### src/rtl/pot_if_pkg.sv
// Shared constants and opcode encodings for the potentiometer serial interface.
// Assumes an 8-bit command byte and 8-bit data byte per frame.
package pot_if_pkg;
    localparam int CMD_W  = 8;
    localparam int DATA_W = 8;
    localparam int CH_W   = 2;
    localparam int ADDR_W = 2;
    localparam int NUM_CH = 1 << CH_W;

    typedef enum logic [3:0] {
        OP_WR_WIP = 4'h2,
        OP_COPY   = 4'h5,
        OP_RD_WIP = 4'hA,
        OP_RD_DAT = 4'hB,
        OP_WR_DAT = 4'hC
    } op_t;
endpackage

### src/rtl/pot_sync.sv
// Two-stage synchronizer for a vector of asynchronous pins.
// Assumes each bit is independent; RST_VAL gives the idle level per bit.
module pot_sync #(
    parameter int         W       = 1,
    parameter logic [W-1:0] RST_VAL = '0
) (
    input  logic         clk,
    input  logic         rst_n,
    input  logic [W-1:0] d,
    output logic [W-1:0] q
);
    logic [W-1:0] stage1;

    // Move the pins through two flops into the clk domain.
    always_ff @(posedge clk) begin
        if (!rst_n) begin
            stage1 <= RST_VAL;
            q      <= RST_VAL;
        end else begin
            stage1 <= d;
            q      <= stage1;
        end
    end
endmodule

### src/rtl/pot_serial_engine.sv
// Serial framing engine: tracks select, hold and bit position, shifts in the
// command and data bytes, and shifts read data out on falling serial edges.
// Assumes synchronized inputs and a serial clock well below the system clock.
module pot_serial_engine
    import pot_if_pkg::*;
(
    input  logic              clk,
    input  logic              rst_n,
    input  logic              sclk_s,
    input  logic              cs_n_s,
    input  logic              si_s,
    input  logic              hold_n_s,
    input  logic [ADDR_W-1:0] dev_addr,
    input  logic [DATA_W-1:0] rd_word,
    output logic [3:0]        now_op,
    output logic [CH_W-1:0]   now_ch,
    output logic [3:0]        q_op,
    output logic [CH_W-1:0]   q_ch,
    output logic              cmd_stb,
    output logic              data_stb,
    output logic [DATA_W-1:0] data_byte,
    output logic              cs_rise,
    output logic              so,
    output logic              so_oe
);
    localparam int FRAME_BITS = CMD_W + DATA_W;
    localparam int CNT_W      = $clog2(FRAME_BITS + 1);

    logic              sclk_d, cs_d, hold_d, held;
    logic [CNT_W-1:0]  bit_cnt;
    logic [CMD_W-2:0]  shreg;
    logic [DATA_W-1:0] out_sh;
    logic              match_q, rd_phase, so_q;
    logic [CMD_W-1:0]  cmd_now;
    logic              sclk_rise, sclk_fall, cs_fall, active, addr_ok, take_bit;

    // Edge detection and decode of the byte currently completing.
    always_comb begin
        sclk_rise = sclk_s && !sclk_d;
        sclk_fall = !sclk_s && sclk_d;
        cs_fall   = !cs_n_s && cs_d;
        cs_rise   = cs_n_s && !cs_d;
        active    = !cs_n_s && !held;
        cmd_now   = {shreg, si_s};
        data_byte = {shreg, si_s};
        now_op    = cmd_now[7:4];
        now_ch    = cmd_now[CH_W-1:0];
        addr_ok   = (cmd_now[3:2] == dev_addr);
        take_bit  = sclk_rise && active && (bit_cnt < CNT_W'(FRAME_BITS));
        cmd_stb   = take_bit && (bit_cnt == CNT_W'(CMD_W - 1)) && addr_ok;
        data_stb  = take_bit && (bit_cnt == CNT_W'(FRAME_BITS - 1)) && match_q;
        so        = so_q;
        so_oe     = rd_phase && !cs_n_s && !held;
    end

    // Hold state: entered and left only while the serial clock is low.
    always_ff @(posedge clk) begin
        if (!rst_n) begin
            held <= 1'b0;
        end else if (cs_n_s) begin
            held <= 1'b0;
        end else if (!held && hold_d && !hold_n_s && !sclk_s) begin
            held <= 1'b1;
        end else if (held && !hold_d && hold_n_s && !sclk_s) begin
            held <= 1'b0;
        end
    end

    // Frame bookkeeping, input shifting and output shifting.
    always_ff @(posedge clk) begin
        if (!rst_n) begin
            sclk_d   <= 1'b0;
            cs_d     <= 1'b1;
            hold_d   <= 1'b1;
            bit_cnt  <= '0;
            shreg    <= '0;
            out_sh   <= '0;
            match_q  <= 1'b0;
            rd_phase <= 1'b0;
            so_q     <= 1'b0;
            q_op     <= '0;
            q_ch     <= '0;
        end else begin
            sclk_d <= sclk_s;
            cs_d   <= cs_n_s;
            hold_d <= hold_n_s;
            if (cs_fall) begin
                bit_cnt  <= '0;
                match_q  <= 1'b0;
                rd_phase <= 1'b0;
            end else if (take_bit) begin
                shreg   <= cmd_now[CMD_W-2:0];
                bit_cnt <= bit_cnt + 1'b1;
                if (bit_cnt == CNT_W'(CMD_W - 1)) begin
                    match_q  <= addr_ok;
                    rd_phase <= addr_ok && (now_op == OP_RD_WIP || now_op == OP_RD_DAT);
                    out_sh   <= rd_word;
                    q_op     <= now_op;
                    q_ch     <= now_ch;
                end
            end else if (sclk_fall && active && rd_phase) begin
                so_q   <= out_sh[DATA_W-1];
                out_sh <= {out_sh[DATA_W-2:0], 1'b0};
            end
        end
    end


    hold_freeze_chk: assert property (@(posedge clk) disable iff (!rst_n)
        held && $past(held) |-> $stable(bit_cnt));

    idle_count_chk: assert property (@(posedge clk) disable iff (!rst_n)
        cs_n_s && $past(cs_n_s) |-> $stable(bit_cnt));
endmodule

### src/rtl/pot_reg_bank.sv
// Wiper and data register bank with pending data write, write protection
// and the fixed-length busy period that models the nonvolatile write.
// Assumes strobes from the serial engine are single-cycle pulses.
module pot_reg_bank
    import pot_if_pkg::*;
#(
    parameter int                BUSY_CYCLES = 1000,
    parameter logic [DATA_W-1:0] RESET_TAP   = 8'h80
) (
    input  logic                           clk,
    input  logic                           rst_n,
    input  logic [3:0]                     now_op,
    input  logic [CH_W-1:0]                now_ch,
    input  logic [3:0]                     q_op,
    input  logic [CH_W-1:0]                q_ch,
    input  logic                           cmd_stb,
    input  logic                           data_stb,
    input  logic [DATA_W-1:0]              data_byte,
    input  logic                           cs_rise,
    input  logic                           cs_n_s,
    input  logic                           wp_n_s,
    output logic [DATA_W-1:0]              rd_word,
    output logic [NUM_CH-1:0][DATA_W-1:0]  wiper_q,
    output logic                           busy
);
    localparam int BC_W = $clog2(BUSY_CYCLES + 1);

    logic [NUM_CH-1:0][DATA_W-1:0] data_q;
    logic [BC_W-1:0]               busy_cnt;
    logic                          pend;
    logic [CH_W-1:0]               pend_ch;
    logic [DATA_W-1:0]             pend_val;

    // Read selection for the command byte just completing.
    always_comb begin
        busy    = (busy_cnt != '0);
        rd_word = (now_op == OP_RD_DAT) ? data_q[now_ch] : wiper_q[now_ch];
    end

    // Register updates, pending write tracking and busy countdown.
    always_ff @(posedge clk) begin
        if (!rst_n) begin
            wiper_q  <= {NUM_CH{RESET_TAP}};
            data_q   <= {NUM_CH{RESET_TAP}};
            busy_cnt <= '0;
            pend     <= 1'b0;
            pend_ch  <= '0;
            pend_val <= '0;
        end else begin
            if (busy) busy_cnt <= busy_cnt - 1'b1;
            if (cmd_stb && !busy && now_op == OP_COPY)
                wiper_q[now_ch] <= data_q[now_ch];
            if (data_stb && !busy) begin
                if (q_op == OP_WR_WIP) begin
                    wiper_q[q_ch] <= data_byte;
                end else if (q_op == OP_WR_DAT && wp_n_s) begin
                    pend     <= 1'b1;
                    pend_ch  <= q_ch;
                    pend_val <= data_byte;
                end
            end
            if (cs_rise) begin
                pend <= 1'b0;
                if (pend && wp_n_s && !busy) begin
                    data_q[pend_ch] <= pend_val;
                    busy_cnt        <= BC_W'(BUSY_CYCLES);
                end
            end else if (!cs_n_s && !wp_n_s) begin
                pend <= 1'b0;
            end
        end
    end


    busy_start_chk: assert property (@(posedge clk) disable iff (!rst_n)
        $rose(busy) |-> $past(cs_rise));

    busy_data_frozen_chk: assert property (@(posedge clk) disable iff (!rst_n)
        busy && $past(busy) |-> $stable(data_q));

    busy_wiper_frozen_chk: assert property (@(posedge clk) disable iff (!rst_n)
        busy && $past(busy) |-> $stable(wiper_q));

    wp_data_guard_chk: assert property (@(posedge clk) disable iff (!rst_n)
        !$stable(data_q) |-> $past(wp_n_s));
endmodule

### src/rtl/pot_ctrl_if.sv
// Top of the potentiometer serial control interface: synchronizes the pins,
// runs the framing engine and holds the register bank.
// Assumes the serial clock is at least eight times slower than clk.
module pot_ctrl_if
    import pot_if_pkg::*;
#(
    parameter int                BUSY_CYCLES = 1000,
    parameter logic [DATA_W-1:0] RESET_TAP   = 8'h80
) (
    input  logic                     clk,
    input  logic                     rst_n,
    input  logic                     sclk,
    input  logic                     cs_n,
    input  logic                     si,
    input  logic                     hold_n,
    input  logic                     wp_n,
    input  logic [ADDR_W-1:0]        dev_addr,
    output logic                     so,
    output logic                     so_oe,
    output logic                     busy,
    output logic [NUM_CH*DATA_W-1:0] wiper_o
);
    logic [4:0]                    pins_s;
    logic                          cmd_stb, data_stb, cs_rise;
    logic [3:0]                    now_op, q_op;
    logic [CH_W-1:0]               now_ch, q_ch;
    logic [DATA_W-1:0]             data_byte, rd_word;
    logic [NUM_CH-1:0][DATA_W-1:0] wiper_q;

    assign wiper_o = wiper_q;

    pot_sync #(.W(5), .RST_VAL(5'b11100)) u_sync (
        .clk(clk), .rst_n(rst_n),
        .d({wp_n, hold_n, cs_n, si, sclk}),
        .q(pins_s)
    );

    pot_serial_engine u_engine (
        .clk(clk), .rst_n(rst_n),
        .sclk_s(pins_s[0]), .si_s(pins_s[1]), .cs_n_s(pins_s[2]),
        .hold_n_s(pins_s[3]), .dev_addr(dev_addr), .rd_word(rd_word),
        .now_op(now_op), .now_ch(now_ch), .q_op(q_op), .q_ch(q_ch),
        .cmd_stb(cmd_stb), .data_stb(data_stb), .data_byte(data_byte),
        .cs_rise(cs_rise), .so(so), .so_oe(so_oe)
    );

    pot_reg_bank #(.BUSY_CYCLES(BUSY_CYCLES), .RESET_TAP(RESET_TAP)) u_bank (
        .clk(clk), .rst_n(rst_n),
        .now_op(now_op), .now_ch(now_ch), .q_op(q_op), .q_ch(q_ch),
        .cmd_stb(cmd_stb), .data_stb(data_stb), .data_byte(data_byte),
        .cs_rise(cs_rise), .cs_n_s(pins_s[2]), .wp_n_s(pins_s[4]),
        .rd_word(rd_word), .wiper_q(wiper_q), .busy(busy)
    );
endmodule

### config.mk
export PLATFORM = sky130hd
export DESIGN_NAME = pot_ctrl_if
export DESIGN_NICKNAME = d
export VERILOG_FILES = /design/src/rtl/pot_if_pkg.sv /design/src/rtl/pot_sync.sv /design/src/rtl/pot_serial_engine.sv /design/src/rtl/pot_reg_bank.sv /design/src/rtl/pot_ctrl_if.sv
export SDC_FILE = /design/constraint.sdc
export NUM_CORES = 1
export LEC_CHECK = 0
export BUFFER_PORTS_ARGS = -buffer_cell sky130_fd_sc_hd__buf_2
export CORE_ASPECT_RATIO = 0.8
export CORE_UTILIZATION = 37
export CTS_CLUSTER_SIZE = 28
export DETAILED_ROUTE_END_ITERATION = 8
export PLACE_DENSITY_LB_ADDON = 0.12
export SYNTH_ARGS = -nofsm -noshare
export SYNTH_HDL_FRONTEND = slang
export SYNTH_SLANG_ARGS = --single-unit
### constraint.sdc
create_clock -name clk -period 2.45 [get_ports clk]
set_input_delay 0.49 -clock clk [delete_from_list [all_inputs] [get_ports clk]]
set_output_delay 0.49 -clock clk [all_outputs]
set_load 0.01 [all_outputs]
After elaboration in Yosys (flattened, before gate mapping)
Cells that the tools add are included.
W data, S select, Z words.
- register bits after elaboration: 128
- word-level logic and storage cells: 129
- add/sub/neg operators: 2
- order comparisons: 7
- equal/unequal tests: 9
- multiplexer cells: 26
- bitwise gates (word level): 4
- reductions and logical operators: 55
- operators with widths (kind ; count):
    $mux W32 ; 4
    $bwmux W32 ; 3
    $mux W8 ; 9
    $demux W8 S2 ; 3
    $bmux W8 S2 ; 2
    $logic_and A1 B1 Y1 ; 32
    $mux W10 ; 3
    $eq A4 B4 Y1 const B ; 3
    $reduce_and A3 Y1 ; 4
    $reduce_bool A10 Y1 ; 1
    $sub A10 B1 Y10 const B ; 1
    $logic_not A1 Y1 ; 9
    $lt A2 B3 Y1 const B ; 3
    $ge A2 B1 Y1 const B ; 3
    $reduce_and A2 Y1 ; 3
    $add A5 B1 Y5 const B ; 1
    $eq A5 B3 Y1 const B ; 1
    $eq A5 B4 Y1 const B ; 1
    $lt A5 B5 Y1 const B ; 1
    $eq A4 B2 Y1 const B ; 1
    $eq A4 B3 Y1 const B ; 1
    $not A1 Y1 ; 4
    $reduce_bool A2 Y1 ; 2
    $reduce_or A2 Y1 ; 2
    5 further kinds ; 6

Logic depth before layout (Yosys ltp)
Gate-level depths: netlist (run 1).
- depth in word-level cells: 13
- gate-level depth with buffers: 10

Modules after synthesis
A second synthesis (run 1) with hierarchy kept.
- cells, all modules: 597
- area, all modules: 5849.4 um^2
- by module, submodules not included (module ; instances ; cells an instance ; area an instance (um^2)):
    pot_reg_bank ; 1 ; 416 ; 4088.9
    pot_serial_engine ; 1 ; 161 ; 1497.7
    pot_sync ; 1 ; 20 ; 262.8

Least setup slack after synthesis (run 1)
Ideal clock, no wire load.
- path kind: reg2reg
- start point: reg u_bank.busy_cnt[0]
- end point: reg u_bank.pend_val[0]
- setup time: 128 ps
- data arrival time: 2183 ps
- data required time: 2322 ps
- slack: 140 ps
- cell stages (with the launch flop): 9
- buffers on the path: 1
- clock period less this slack: 2310 ps
- cell sequence: dfxtp_1 > inv_1 > ha_1 > nor3b_1 > nand3_1 > or4_1 > buf_4 > mux2i_1 > nor2_1
- cells in the longest elaborated chain, start to end: 4
- ends and longest elaborated chain (what ; RTL line ; source):
    start, declared ; pot_reg_bank.sv:29 ; logic [BC_W-1:0] busy_cnt;
    start signal, assigned ; pot_reg_bank.sv:50 ; if (busy) busy_cnt <= busy_cnt - 1'b1;
    start signal, assigned ; pot_reg_bank.sv:66 ; busy_cnt <= BC_W'(BUSY_CYCLES);
    $reduce_bool A10 Y1 ; pot_reg_bank.sv:36 ; busy = (busy_cnt != '0);
    net busy ; pot_ctrl_if.sv:20 ; output logic busy,
    $logic_not A1 Y1 ; pot_reg_bank.sv:53 ; if (data_stb && !busy) begin
    $logic_and A1 B1 Y1 ; pot_reg_bank.sv:53 ;
    $reduce_and A3 Y1 (no source line) ; - ;
    end signal, assigned ; pot_reg_bank.sv:59 ; pend_val <= data_byte;
    end, declared ; pot_reg_bank.sv:32 ; logic [DATA_W-1:0] pend_val;
The timed path passes the listed nets, and every way through them passes these cells.
A chain may end at the register's enable or synchronous reset.

Final worst setup path (run 1)
- start point: reg u_engine.held
- end point: reg u_bank.pend_val[1]
- cells in the longest elaborated chain, start to end: 8
- ends and longest elaborated chain (what ; RTL line ; source):
    start, declared ; pot_serial_engine.sv:29 ; logic sclk_d, cs_d, hold_d, held;
    start signal, assigned ; pot_serial_engine.sv:59 ; held <= 1'b0;
    start signal, assigned ; pot_serial_engine.sv:61 ; held <= 1'b0;
    start signal, assigned ; pot_serial_engine.sv:63 ; held <= 1'b1;
    $logic_not A1 Y1 ; pot_serial_engine.sv:43 ; active = !cs_n_s && !held;
    $logic_and A1 B1 Y1 ; pot_serial_engine.sv:43 ;
    $logic_and A1 B1 Y1 (2 in series) ; pot_serial_engine.sv:49 ; take_bit = sclk_rise && active && (bit_cnt < CNT_W'(FRAME_BITS));
    $logic_and A1 B1 Y1 (2 in series) ; pot_serial_engine.sv:51 ; data_stb = take_bit && (bit_cnt == CNT_W'(FRAME_BITS - 1)) && match_q;
    $logic_and A1 B1 Y1 ; pot_reg_bank.sv:53 ;
    $reduce_and A3 Y1 (no source line) ; - ;
Every way passes these cells.

==> results.py, run 1 <==
metrics = {
    "run_status": {
        "status": "completed",
    },
    "sta": {
        "worst_slack_ps": 119,
        "fin_crit_ps": 2330,
        "finClkSkew_ps": 8.05,
        "hold_violations": 0,
        "post-route-period-util_pct": 95.1,
        "fin_setup_tns_ps": 0,
        "max_freq_mhz": 429,
        "tightest_slew_ps": 496,
        "setup_viol": 0,
        "rsz0062_at_grt": "false",
        "drv_slew": 0,
        "relSlewSlack_pct": 66.9,
    },
    "pwr": {
        "p_per_area_nw_per_um2": 778,
        "p_leak_nw": 3.28,
        "peakVddDrop_uv": 430,
    },
    "finish": {
        "fillCellCount": 1536,
        "num-nets-final": 747,
        "layout-drive-gt1-share_pct": 21.5,
        "antenna_cells": 0,
        "layout-area-overhead-vs-synth_pct": 21.5,
    },
    "critical_path": {
        "startpoint_type": "flop",
        "critPathKind": "flop to flop",
        "cp_data_required_time_ps": 2760,
        "cp_max_fo": 11,
        "end_kind": "flop",
        "cp.arrival_ps": 2640,
    },
    "synth": {
        "synthArstFlopShare_pct": 0,
        "synth_fa_ha_area_share_pct": 0.609,
        "synthCells": 674,
        "synthSimpleGateAreaFrac_pct": 20.5,
        "yosys_warnings": 0,
        "synth-edff-count": 0,
        "synth_mux_area_share_pct": 18.7,
        "synth_top_family_by_area": "simple AND/OR/NAND/NOR gates",
        "seq_area_frac_synth_pct": 41.6,
        "synth_ff_type": "dfxtp_1",
        "synth_compound_area_share_pct": 14.0,
        "synthDistinctLibCells": 63,
        "synth.net_count": 686,
        "synth_xor_area_share_pct": 0.853,
        "postSynthAreaPerCell_um2": 9.14,
        "synth_area_um2": 6160,
        "synth.ff_latch_count": 128,
    },
    "route": {
        "drc": 0,
        "routed_wl_um": 17200,
        "drtPass1Iterations": 7,
        "wl_per_cell_um": 17.9,
        "ant_nets": 0,
        "vias": 5174,
        "viasPerCell": 5.37,
        "first_iter_violations": 373,
    },
    "die": {
        "rows": 41,
        "ioPinCount": 44,
        "core-area_um2": 16000,
        "die_area_um2": 17200,
        "die_y_um": 117,
        "die_x_um": 146,
        "initial_core_util_pct": 38.5,
    },
    "placed_design": {
        "place_congestion": 0.813,
        "dp_hpwl_um": 11900,
        "place_ws_ps": 54.5,
        "numPortBuffers": 43,
    },
    "cts": {
        "post_cts_buffers": 0,
        "cts_max_level": 4,
        "cts_tree": "done",
        "cts_hold_buf": 0,
        "cts_root_buffer": "clkbuf_16",
        "clkTransAtPathRegs_ps": 60,
        "insertion_delay_ps": 430,
        "cts_resized": 0,
        "clk_path_buf_depth": 2,
        "cts.sinks": 128,
        "cts_buffers": 17,
    },
    "grt": {
        "track_usage_pct": 20.7,
        "antenna_found_initial": 0,
        "grt_pass1_vias": 4866,
        "grt_pass1_wl_um": 27200,
        "grt.overflow.total": 0,
        "grt_max_degree": 108,
    },
    "flow_run": {
        "drv_cap": 0,
    },
    "min_path": {
        "hp-class": "input pin to flop",
    },
}
[path summary, 6_finish.rpt]
path	from	endpoint	slack [ps]	cells after the start
hold / removal	cs_n	u_sync.stage1[2]$_SDFF_PN1_	250	2
hold reg to reg	u_sync.stage1[4]$_SDFF_PN1_	u_sync.q[4]$_SDFF_PN1_	410	1
setup / recovery	u_engine.held$_SDFFE_PP0P_	u_bank.pend_val[1]$_SDFFE_PN0P_	120	6
setup reg to reg	u_engine.held$_SDFFE_PP0P_	u_bank.pend_val[1]$_SDFFE_PN0P_	120	6
[per-layer routing]
layer / routed length [um] / track usage (%) / vias to the layer above
met4: 289 / 7.29 / 0
met1: 8390 / 28.5 / 2498
met3: 861 / 5.25 / 20
li1: - / - / 2542
met2: 7690 / 31.4 / 114
met5: 0 / 0 / -
[cell type report]
| cell class | count | area, um^2 | area share (%) |
|---|---|---|---|
| inverter | 8 | 30.0 | 0.401 |
| multi-input combinational | 492 | 3380 | 45.2 |
| timing repair buffer | 88 | 618 | 8.26 |
| clock inverter | 15 | 198 | 2.64 |
| clock buffer | 17 | 425 | 5.68 |
| tap | 215 | 269 | 3.59 |
| sequential | 128 | 2560 | 34.2 |
[cells by family after synthesis]
kind of cell,after synthesis
AOI/OAI and AO/OA,155
xor gates and xnor gates,6
adders and majority gates,3
buffers and inverters,54
DFF,128
muxes,95
and+or+nand+nor,233
[placed cells by master (no fill, tap or decap), types with 6 or more instances in the layout]
cell / synthesis / layout
a211oi_1: 7 / 7
a21oi_1: 73 / 73
a22o_1: 7 / 7
and2_1: 6 / 6
buf_2: 12 / 42
buf_4: 1 / 41
clkbuf_16: 0 / 17
dfxtp_1: 128 / 128
inv_1: 8 / 8
inv_6: 0 / 7
mux2i_1: 77 / 77
mux4_2: 16 / 16
nand2_1: 79 / 79
nand2b_1: 12 / 12
nand3_1: 25 / 25
nor2_1: 58 / 58
o21ai_0: 31 / 31
o21ai_1: 26 / 26
[synthesized netlist by cell type, types with 3 or more instances]
master | n | share of area (%)
or4_1 | 5 | 0.61
nor4_4 | 3 | 1.0
nand2_1 | 79 | 4.8
mux2i_1 | 77 | 13
nor3_1 | 5 | 0.41
or2_2 | 3 | 0.30
mux4_2 | 16 | 5.8
o21ai_0 | 31 | 2.5
buf_2 | 12 | 0.97
o21ai_1 | 26 | 2.1
nor2_1 | 58 | 3.5
a22o_1 | 7 | 0.99
buf_1 | 3 | 0.18
inv_1 | 8 | 0.49
dfxtp_1 | 128 | 42
nor3b_1 | 3 | 0.37
and2_1 | 6 | 0.61
clkbuf_1 | 29 | 1.8
nand4b_1 | 4 | 0.57
nand3_1 | 25 | 2.0
a211oi_1 | 7 | 0.85
xor2_1 | 4 | 0.57
ha_1 | 3 | 0.61
nand2b_1 | 12 | 1.2
a21oi_1 | 73 | 5.9
[flip-flops by register name (all words and copies together) (netlist names), 2 cells and up]
register,flops
u_engine.q_op,4
u_sync.q,5
u_bank.data_q,32
u_bank.pend_val,8
u_bank.wiper_q,32
u_bank.busy_cnt,10
u_engine.out_sh,8
u_engine.shreg,7
u_engine.bit_cnt,5
u_engine.q_ch,2
u_sync.stage1,5
u_bank.pend_ch,2
[critical path, cell delays in order (launching register included)]
cell and delay (ps):
dfxtp_1 330, or4b_1 690, nand2b_4 220, or4_1 500
buf_4 240, mux2i_1 180, nor2_1 50
[report_power, final]
part / internal (mW) / switching, mW
logic: 0.360 / 0.538
registers: 2.16 / 0.0796
clock network: 1.64 / 1.05
[stage by stage]
stage,hold WS [ps],total power [mW],std cells,instance area (um^2),util [%]
finish,249,5.82,963,7480,46.8
global route,251,6.10,963,7480,46.8
CTS,237,5.86,963,7480,46.7
detailed placement,397,3.16,931,6860,42.9
global placement,394,3.15,931,6860,42.9
floorplan,386,2.93,674,6160,-
Power figures use the tool's default switching activity.
==> run 2, diff against run 1 <==
--- a/config.mk
+++ b/config.mk
@@ -8,9 +8,11 @@
 export BUFFER_PORTS_ARGS = -buffer_cell sky130_fd_sc_hd__buf_2
 export CORE_ASPECT_RATIO = 0.8
 export CORE_UTILIZATION = 37
-export CTS_CLUSTER_SIZE = 28
+export CTS_CLUSTER_SIZE = 14
 export DETAILED_ROUTE_END_ITERATION = 8
 export PLACE_DENSITY_LB_ADDON = 0.12
 export SYNTH_ARGS = -nofsm -noshare
 export SYNTH_HDL_FRONTEND = slang
+export SYNTH_HIERARCHICAL = 1
 export SYNTH_SLANG_ARGS = --single-unit
+export TNS_END_PERCENT = 1
==> results.py, run 2 <==
metrics = {
    "route": {
        "drtPass1Iterations": 5,
        "first_iter_violations": 317,
        "drc": 0,
        "vias": 4661,
        "viasPerCell": 5.27,
        "ant_nets": 0,
        "wl_per_cell_um": 17.4,
        "routed_wl_um": 15400,
    },
    "critical_path": {
        "rr_worst_depth": 9,
        "startpoint_type": "flop",
        "cp_data_required_time_ps": 2750,
        "r2r-end": "u_bank/wiper_q[5]$_SDFF_PN0_",
        "r2r_slack_ps": -220,
        "cp_max_fo": 8,
        "critPathKind": "flop to flop",
        "cp.arrival_ps": 2970,
        "end_kind": "flop",
        "r2r-start": "u_sync/q[2]$_SDFF_PN1_",
    },
    "synth": {
        "synth.area.top_cells": "dfxtp_1, mux2i_1, mux4_2",
        "yosys_warnings": 6,
        "synth-edff-count": 0,
        "synth_top_area_cell": "dfxtp_1",
        "synth_area_um2": 5850,
        "synthDistinctLibCells": 59,
        "synth_top_area_share_pct": 43.8,
        "yosysMostFrequentCell": "dfxtp_1",
        "synth.net_count": 610,
        "seq_area_frac_synth_pct": 43.8,
        "synth_ff_type": "dfxtp_1",
        "synthArstFlopShare_pct": 0,
        "synthCells": 597,
        "synth.ff_latch_count": 128,
        "synth_commonest_cells": "dfxtp_1, o21ai_0, mux2i_1, nand2_1, a21oi_1",
        "postSynthAreaPerCell_um2": 9.80,
    },
    "finish": {
        "antenna_cells": 0,
        "num-nets-final": 677,
        "top_regs": "u_bank/data_q (32), u_bank/wiper_q (32), u_bank/busy_cnt (10)",
        "layout-area-overhead-vs-synth_pct": 22.2,
        "most-common-layout-cells": "dfxtp_1, mux2i_1, o21ai_0",
        "final_common_cell": "dfxtp_1",
        "fillCellCount": 1469,
        "final_area_um2": 7150,
        "layout-drive-gt1-share_pct": 27.1,
    },
    "placed_design": {
        "dp_hpwl_um": 10500,
        "place_congestion": 0.780,
        "numPortBuffers": 43,
        "place_ws_ps": -375,
        "place_area_um2": 6530,
    },
    "sta": {
        "fin_setup_tns_ps": -5470,
        "worst_slack_ps": -225,
        "finClkSkew_ps": 7.42,
        "setup_viol": 32,
        "tightest_slew_ps": 537,
        "max_freq_mhz": 374,
        "post-route-period-util_pct": 109,
        "drv_slew": 0,
        "relSlewSlack_pct": 64.2,
        "rsz0062_at_grt": "true",
        "fin_crit_ps": 2670,
        "holdWs_ps": 257,
        "hold_violations": 0,
    },
    "min_path": {
        "worstHoldPathCells": 2,
        "min_to": "u_sync/stage1[3]$_SDFF_PN1_",
        "hp-start": "hold_n",
        "hp-class": "input pin to flop",
    },
    "cts": {
        "cts_tree": "done",
        "insertion_delay_ps": 410,
        "cts_root_buffer": "clkbuf_16",
        "cts.sinks": 128,
        "cts_hold_buf": 0,
        "cts_max_level": 4,
        "clkTransAtPathRegs_ps": 50,
        "post_cts_buffers": 0,
        "clk_path_buf_depth": 2,
        "cts_buffers": 17,
    },
    "die": {
        "ioPinCount": 44,
        "die_x_um": 143,
        "core-area_um2": 15200,
        "die_y_um": 114,
        "initial_core_util_pct": 38.4,
        "rows": 40,
        "die_area_um2": 16300,
    },
    "flow_run": {
        "drv_cap": 0,
    },
    "pwr": {
        "p_per_area_nw_per_um2": 755,
        "peakVddDrop_uv": 560,
        "p_leak_nw": 2.83,
    },
    "grt": {
        "grt_max_degree": 54,
        "grt.overflow.total": 0,
        "grt_pass1_vias": 4381,
        "grt_pass1_wl_um": 24500,
        "antenna_found_initial": 0,
        "track_usage_pct": 20.3,
    },
    "run_status": {
        "violations": "negative setup slack",
        "status": "finished, violations left",
    },
}
run 2: changes by cell type after synthesis, sizes merged, moves of 4 or more:
cell	delta
nand3b	+5
clkbuf	-4
nor2b	+29
nand3	+9
mux2i	-19
a22o	-7
o21ai	+17
mux2	+8
nor2	-37
a21oi	-40
nand2	-41
a31oi	+6
o31ai	+7
a211oi	-7
run 2: logic make-up (layout without fill, tap and decap cells):
logic type | Yosys count | in the layout | synth area share (%)
adder cells (fa/ha/maj) | 4 | 4 | 0.856
XOR/XNOR | 7 | 7 | 1.05
multiplexers | 83 | 83 | 17.6
flip-flops | 128 | 128 | 43.8
AND/OR/NAND/NOR | 193 | 193 | 19.6
buffers and inverters | 51 | 129 | 4.49
AO/OA/AOI/OAI | 131 | 131 | 12.6
run 2: final cells by class:
cell class	count	area (um^2)	area share [%]
inverter	7	28.8	0.403
clock buffer	22	464	6.49
multi-input combinational	418	3100	43.3
tap	210	263	3.68
clock inverter	8	65.1	0.910
timing repair buffer	92	667	9.33
sequential	128	2560	35.8
run 2: how the worst max path moves through the flow:
stage                               startpoint                            to  depth (start not counted)
floorplan           u_engine/held$_SDFFE_PP0P_  u_bank/wiper_q[6]$_SDFF_PN0_                         12
global placement    u_engine/held$_SDFFE_PP0P_  u_bank/wiper_q[1]$_SDFF_PN0_                          9
detailed placement  u_engine/held$_SDFFE_PP0P_  u_bank/wiper_q[1]$_SDFF_PN0_                          9
CTS                     u_sync/q[2]$_SDFF_PN1_  u_bank/wiper_q[0]$_SDFF_PN0_                          9
global route            u_sync/q[2]$_SDFF_PN1_  u_bank/wiper_q[6]$_SDFF_PN0_                         11
finish                  u_sync/q[2]$_SDFF_PN1_  u_bank/wiper_q[5]$_SDFF_PN0_                          9
run 2: power by group:
| part | switching [mW] | internal, mW | total (mW) |
|---|---|---|---|
| registers | 0.0872 | 2.17 | 2.26 |
| clock network | 0.875 | 1.42 | 2.30 |
| logic | 0.476 | 0.368 | 0.844 |
| total | 1.44 | 3.96 | 5.40 |
run 2: stage by stage:
| stage | power (mW) | cells | utilization, % |
|---|---|---|---|
| after floorplan | 2.89 | 597 | - |
| after global placement | 3.09 | 854 | 42.9 |
| after detailed placement | 3.12 | 854 | 42.9 |
| after CTS | 5.44 | 885 | 46.8 |
| after global routing | 5.66 | 885 | 47.0 |
| final | 5.40 | 885 | 47.0 |
run 2: repair_timing:
action	4_1_cts	5_1_grt
pin swaps	6	5
endpoints found under the setup margin	32	34
gates cloned	1	0
resized for setup	25	15
hold endpoints to repair	0	0
run 2: metal layers:
layer	wire length (um)	vias to the layer above	part of all wire (%)	global-route usage [%]
met3	783	12	5.1	4.52
met1	7770	2250	51	29.5
met2	6660	117	43	29.6
met4	150	0	0.98	6.81
met5	0	-	0	0
li1	-	2282	-	-
run 2: worst max-delay path, stage by stage (launching register included):
cell	delay (ps)
dfxtp_1	310
or4b_4	550
nor2_4	100
and3_4	180
or4bb_4	460
nor4_4	190
or3b_4	440
buf_6	150
o21ai_1	120
a21oi_1	50
==> run 3, diff against run 2 <==
--- a/config.mk
+++ b/config.mk
@@ -5,6 +5,7 @@
 export SDC_FILE = /design/constraint.sdc
 export NUM_CORES = 1
 export LEC_CHECK = 0
+export ABC_AREA = 1
 export BUFFER_PORTS_ARGS = -buffer_cell sky130_fd_sc_hd__buf_2
 export CORE_ASPECT_RATIO = 0.8
 export CORE_UTILIZATION = 37
==> results.py, run 3 <==
metrics = {
    "run_status": {
        "status": "completed",
    },
    "grt": {
        "grt_pass1_wl_um": 29100,
        "antenna_found_initial": 0,
        "track_usage_pct": 21.2,
        "grt_max_degree": 47,
        "grt.overflow.total": 0,
        "grt_pass1_vias": 5398,
    },
    "route": {
        "drtPass1Iterations": 5,
        "viasPerCell": 4.77,
        "vias": 6162,
        "routed_wl_um": 18600,
        "drc": 0,
        "wl_per_cell_um": 14.4,
        "ant_nets": 0,
        "first_iter_violations": 475,
    },
    "critical_path": {
        "end_kind": "flop",
        "critPathTopFamily": "simple AND/OR/NAND/NOR gates",
        "cp_slowest_cell": "dfxtp_1",
        "cp_data_required_time_ps": 2770,
        "critPathKind": "flop to flop",
        "cpPeakStageDelay_ps": 360,
        "startpoint_type": "flop",
        "cp-startpoint": "u_engine/bit_cnt[0]$_SDFFE_PP0P_",
        "cp_max_fo": 13,
        "worst_path_most_repeated_cell": "nand2_1",
        "timing.critical_path.buf_inv": 3,
        "path_cells": "ha_1, inv_1, nor2_1, nand2_1, nor2_1, nand2_1, inv_1, nand2_1, nor2_2, buf_4, nand3_2, nand2_1, nand2_1, nor2_1, nor2_1",
        "cp.arrival_ps": 2550,
        "r2r-start": "u_engine/bit_cnt[0]$_SDFFE_PP0P_",
    },
    "sta": {
        "post-route-period-util_pct": 91.2,
        "tightest_slew_ps": 472,
        "worst_slack_ps": 216,
        "max_freq_mhz": 448,
        "drv_slew": 0,
        "relSlewSlack_pct": 68.5,
        "finClkSkew_ps": 9.60,
        "rsz0062_at_grt": "true",
        "fin_crit_ps": 2230,
        "hold_violations": 0,
        "holdWs_ps": 235,
        "fin_setup_tns_ps": 0,
        "setup_viol": 0,
    },
    "finish": {
        "layout-area-overhead-vs-synth_pct": 16.6,
        "antenna_cells": 0,
        "fin_cells": 1293,
        "most-common-layout-cells": "nand2_1, nor2_1, dfxtp_1",
        "final_area_um2": 7700,
        "num-nets-final": 1068,
        "final_core_util_pct": 44.3,
        "final_common_cell": "nand2_1",
        "layout-drive-gt1-share_pct": 13.8,
        "top_regs": "u_bank/data_q (32), u_bank/wiper_q (32), u_bank/busy_cnt (10)",
    },
    "cts": {
        "clkTransAtPathRegs_ps": 60,
        "cts_hold_buf": 0,
        "cts_buffers": 17,
        "cts_tree": "done",
        "cts_root_buffer": "clkbuf_16",
        "cts_resized": 0,
        "cts.sinks": 128,
        "insertion_delay_ps": 430,
        "clk_path_buf_depth": 2,
        "cts_max_level": 4,
    },
    "pwr": {
        "finalPower_mw": 5.93,
        "p_leak_nw": 3.82,
        "peakVddDrop_uv": 869,
        "p_per_area_nw_per_um2": 770,
    },
    "synth": {
        "synth_top_area_cell": "dfxtp_1",
        "synth_area_um2": 6600,
        "synth-edff-count": 0,
        "yosys_warnings": 6,
        "synth_compound_area_share_pct": 9.11,
        "seq_area_frac_synth_pct": 38.8,
        "yosysMostFrequentCell": "nand2_1",
        "synthSimpleGateAreaFrac_pct": 39.7,
        "synth_top_family_by_area": "simple AND/OR/NAND/NOR gates",
        "synth_xor_area_share_pct": 0.796,
        "synthCells": 999,
        "synth.area.top_cells": "dfxtp_1, nand2_1, nor2_1",
        "synthDistinctLibCells": 38,
        "synth.ff_latch_count": 128,
        "synth_mux_area_share_pct": 0,
        "synth_top_area_share_pct": 38.8,
        "synth.net_count": 1012,
        "synth_fa_ha_area_share_pct": 0.758,
        "synth_commonest_cells": "nand2_1, nor2_1, dfxtp_1, inv_1, o21ai_0",
        "synthArstFlopShare_pct": 0,
        "postSynthAreaPerCell_um2": 6.61,
        "synth_ff_type": "dfxtp_1",
    },
    "die": {
        "die_area_um2": 18400,
        "die_y_um": 121,
        "initial_core_util_pct": 38.0,
        "die_x_um": 151,
        "ioPinCount": 44,
        "core-area_um2": 17400,
        "rows": 43,
    },
    "placed_design": {
        "dp_hpwl_um": 13100,
        "place_congestion": 0.848,
        "placed_cells": 1260,
        "place_area_um2": 7080,
        "place_ws_ps": 231,
        "numPortBuffers": 43,
    },
    "min_path": {
        "hp-start": "hold_n",
        "hp-class": "input pin to flop",
    },
    "flow_run": {
        "drv_cap": 0,
    },
}
-- run 3: cell types whose count changed after synthesis, moves of 30 or more --
cell | previous run | this run
nor2b_1 | 30 | 0
o21ai_0 | 67 | 30
mux2i_1 | 58 | 0
nand2_1 | 39 | 274
nor2_1 | 21 | 230
inv_1 | 6 | 116
-- run 3: tightest hold or removal path: stages --
cell,delay [ps]
buf_2,70
inv_1,30
nand2_1,40
-- run 3: repair_timing --
item	CTS	global route
endpoints found under the setup margin	0	7
buffers inserted	0	1
hold endpoints to repair	0	0
-- run 3: metal layers --
metal | vias up | wire (um) | GRT usage, %
met5 | - | 0 | 0
met4 | 0 | 287 | 7.06
met3 | 21 | 1130 | 4.10
met2 | 162 | 7910 | 31.1
met1 | 2748 | 9310 | 30.6
li1 | 3231 | - | -
-- run 3: cell families (layout without fill, tap and decap cells) --
| logic type | Yosys count | count (layout) |
|---|---|---|
| buffers and inverters | 159 | 228 |
| and+or+nand+nor | 598 | 598 |
| adders and majority gates | 4 | 4 |
| AOI/OAI and AO/OA | 104 | 104 |
| xor gates and xnor gates | 6 | 6 |
| DFF | 128 | 128 |
-- run 3: power breakdown --
group | switching (mW) | internal [mW]
registers | 0.0757 | 2.17
clock network | 0.993 | 1.65
logic | 0.694 | 0.348
-- run 3: final cells by class --
type | count | area [um^2]
well taps | 225 | 282
multi-input cells | 712 | 3330
repair buffers | 75 | 455
fillers | 1816 | 9680
clock inverters | 13 | 161
inverters | 121 | 458
flip-flops and latches | 128 | 2560
clock buffers | 19 | 453
-- run 3: worst paths after layout --
check	slack, ps	end	cells after the start
setup / recovery	220	u_bank/wiper_q[30]$_SDFF_PN0_	15
hold reg to reg	400	u_sync/q[3]$_SDFF_PN1_	2
hold / removal	240	u_sync/stage1[3]$_SDFF_PN1_	3
setup reg to reg	220	u_bank/wiper_q[30]$_SDFF_PN0_	15
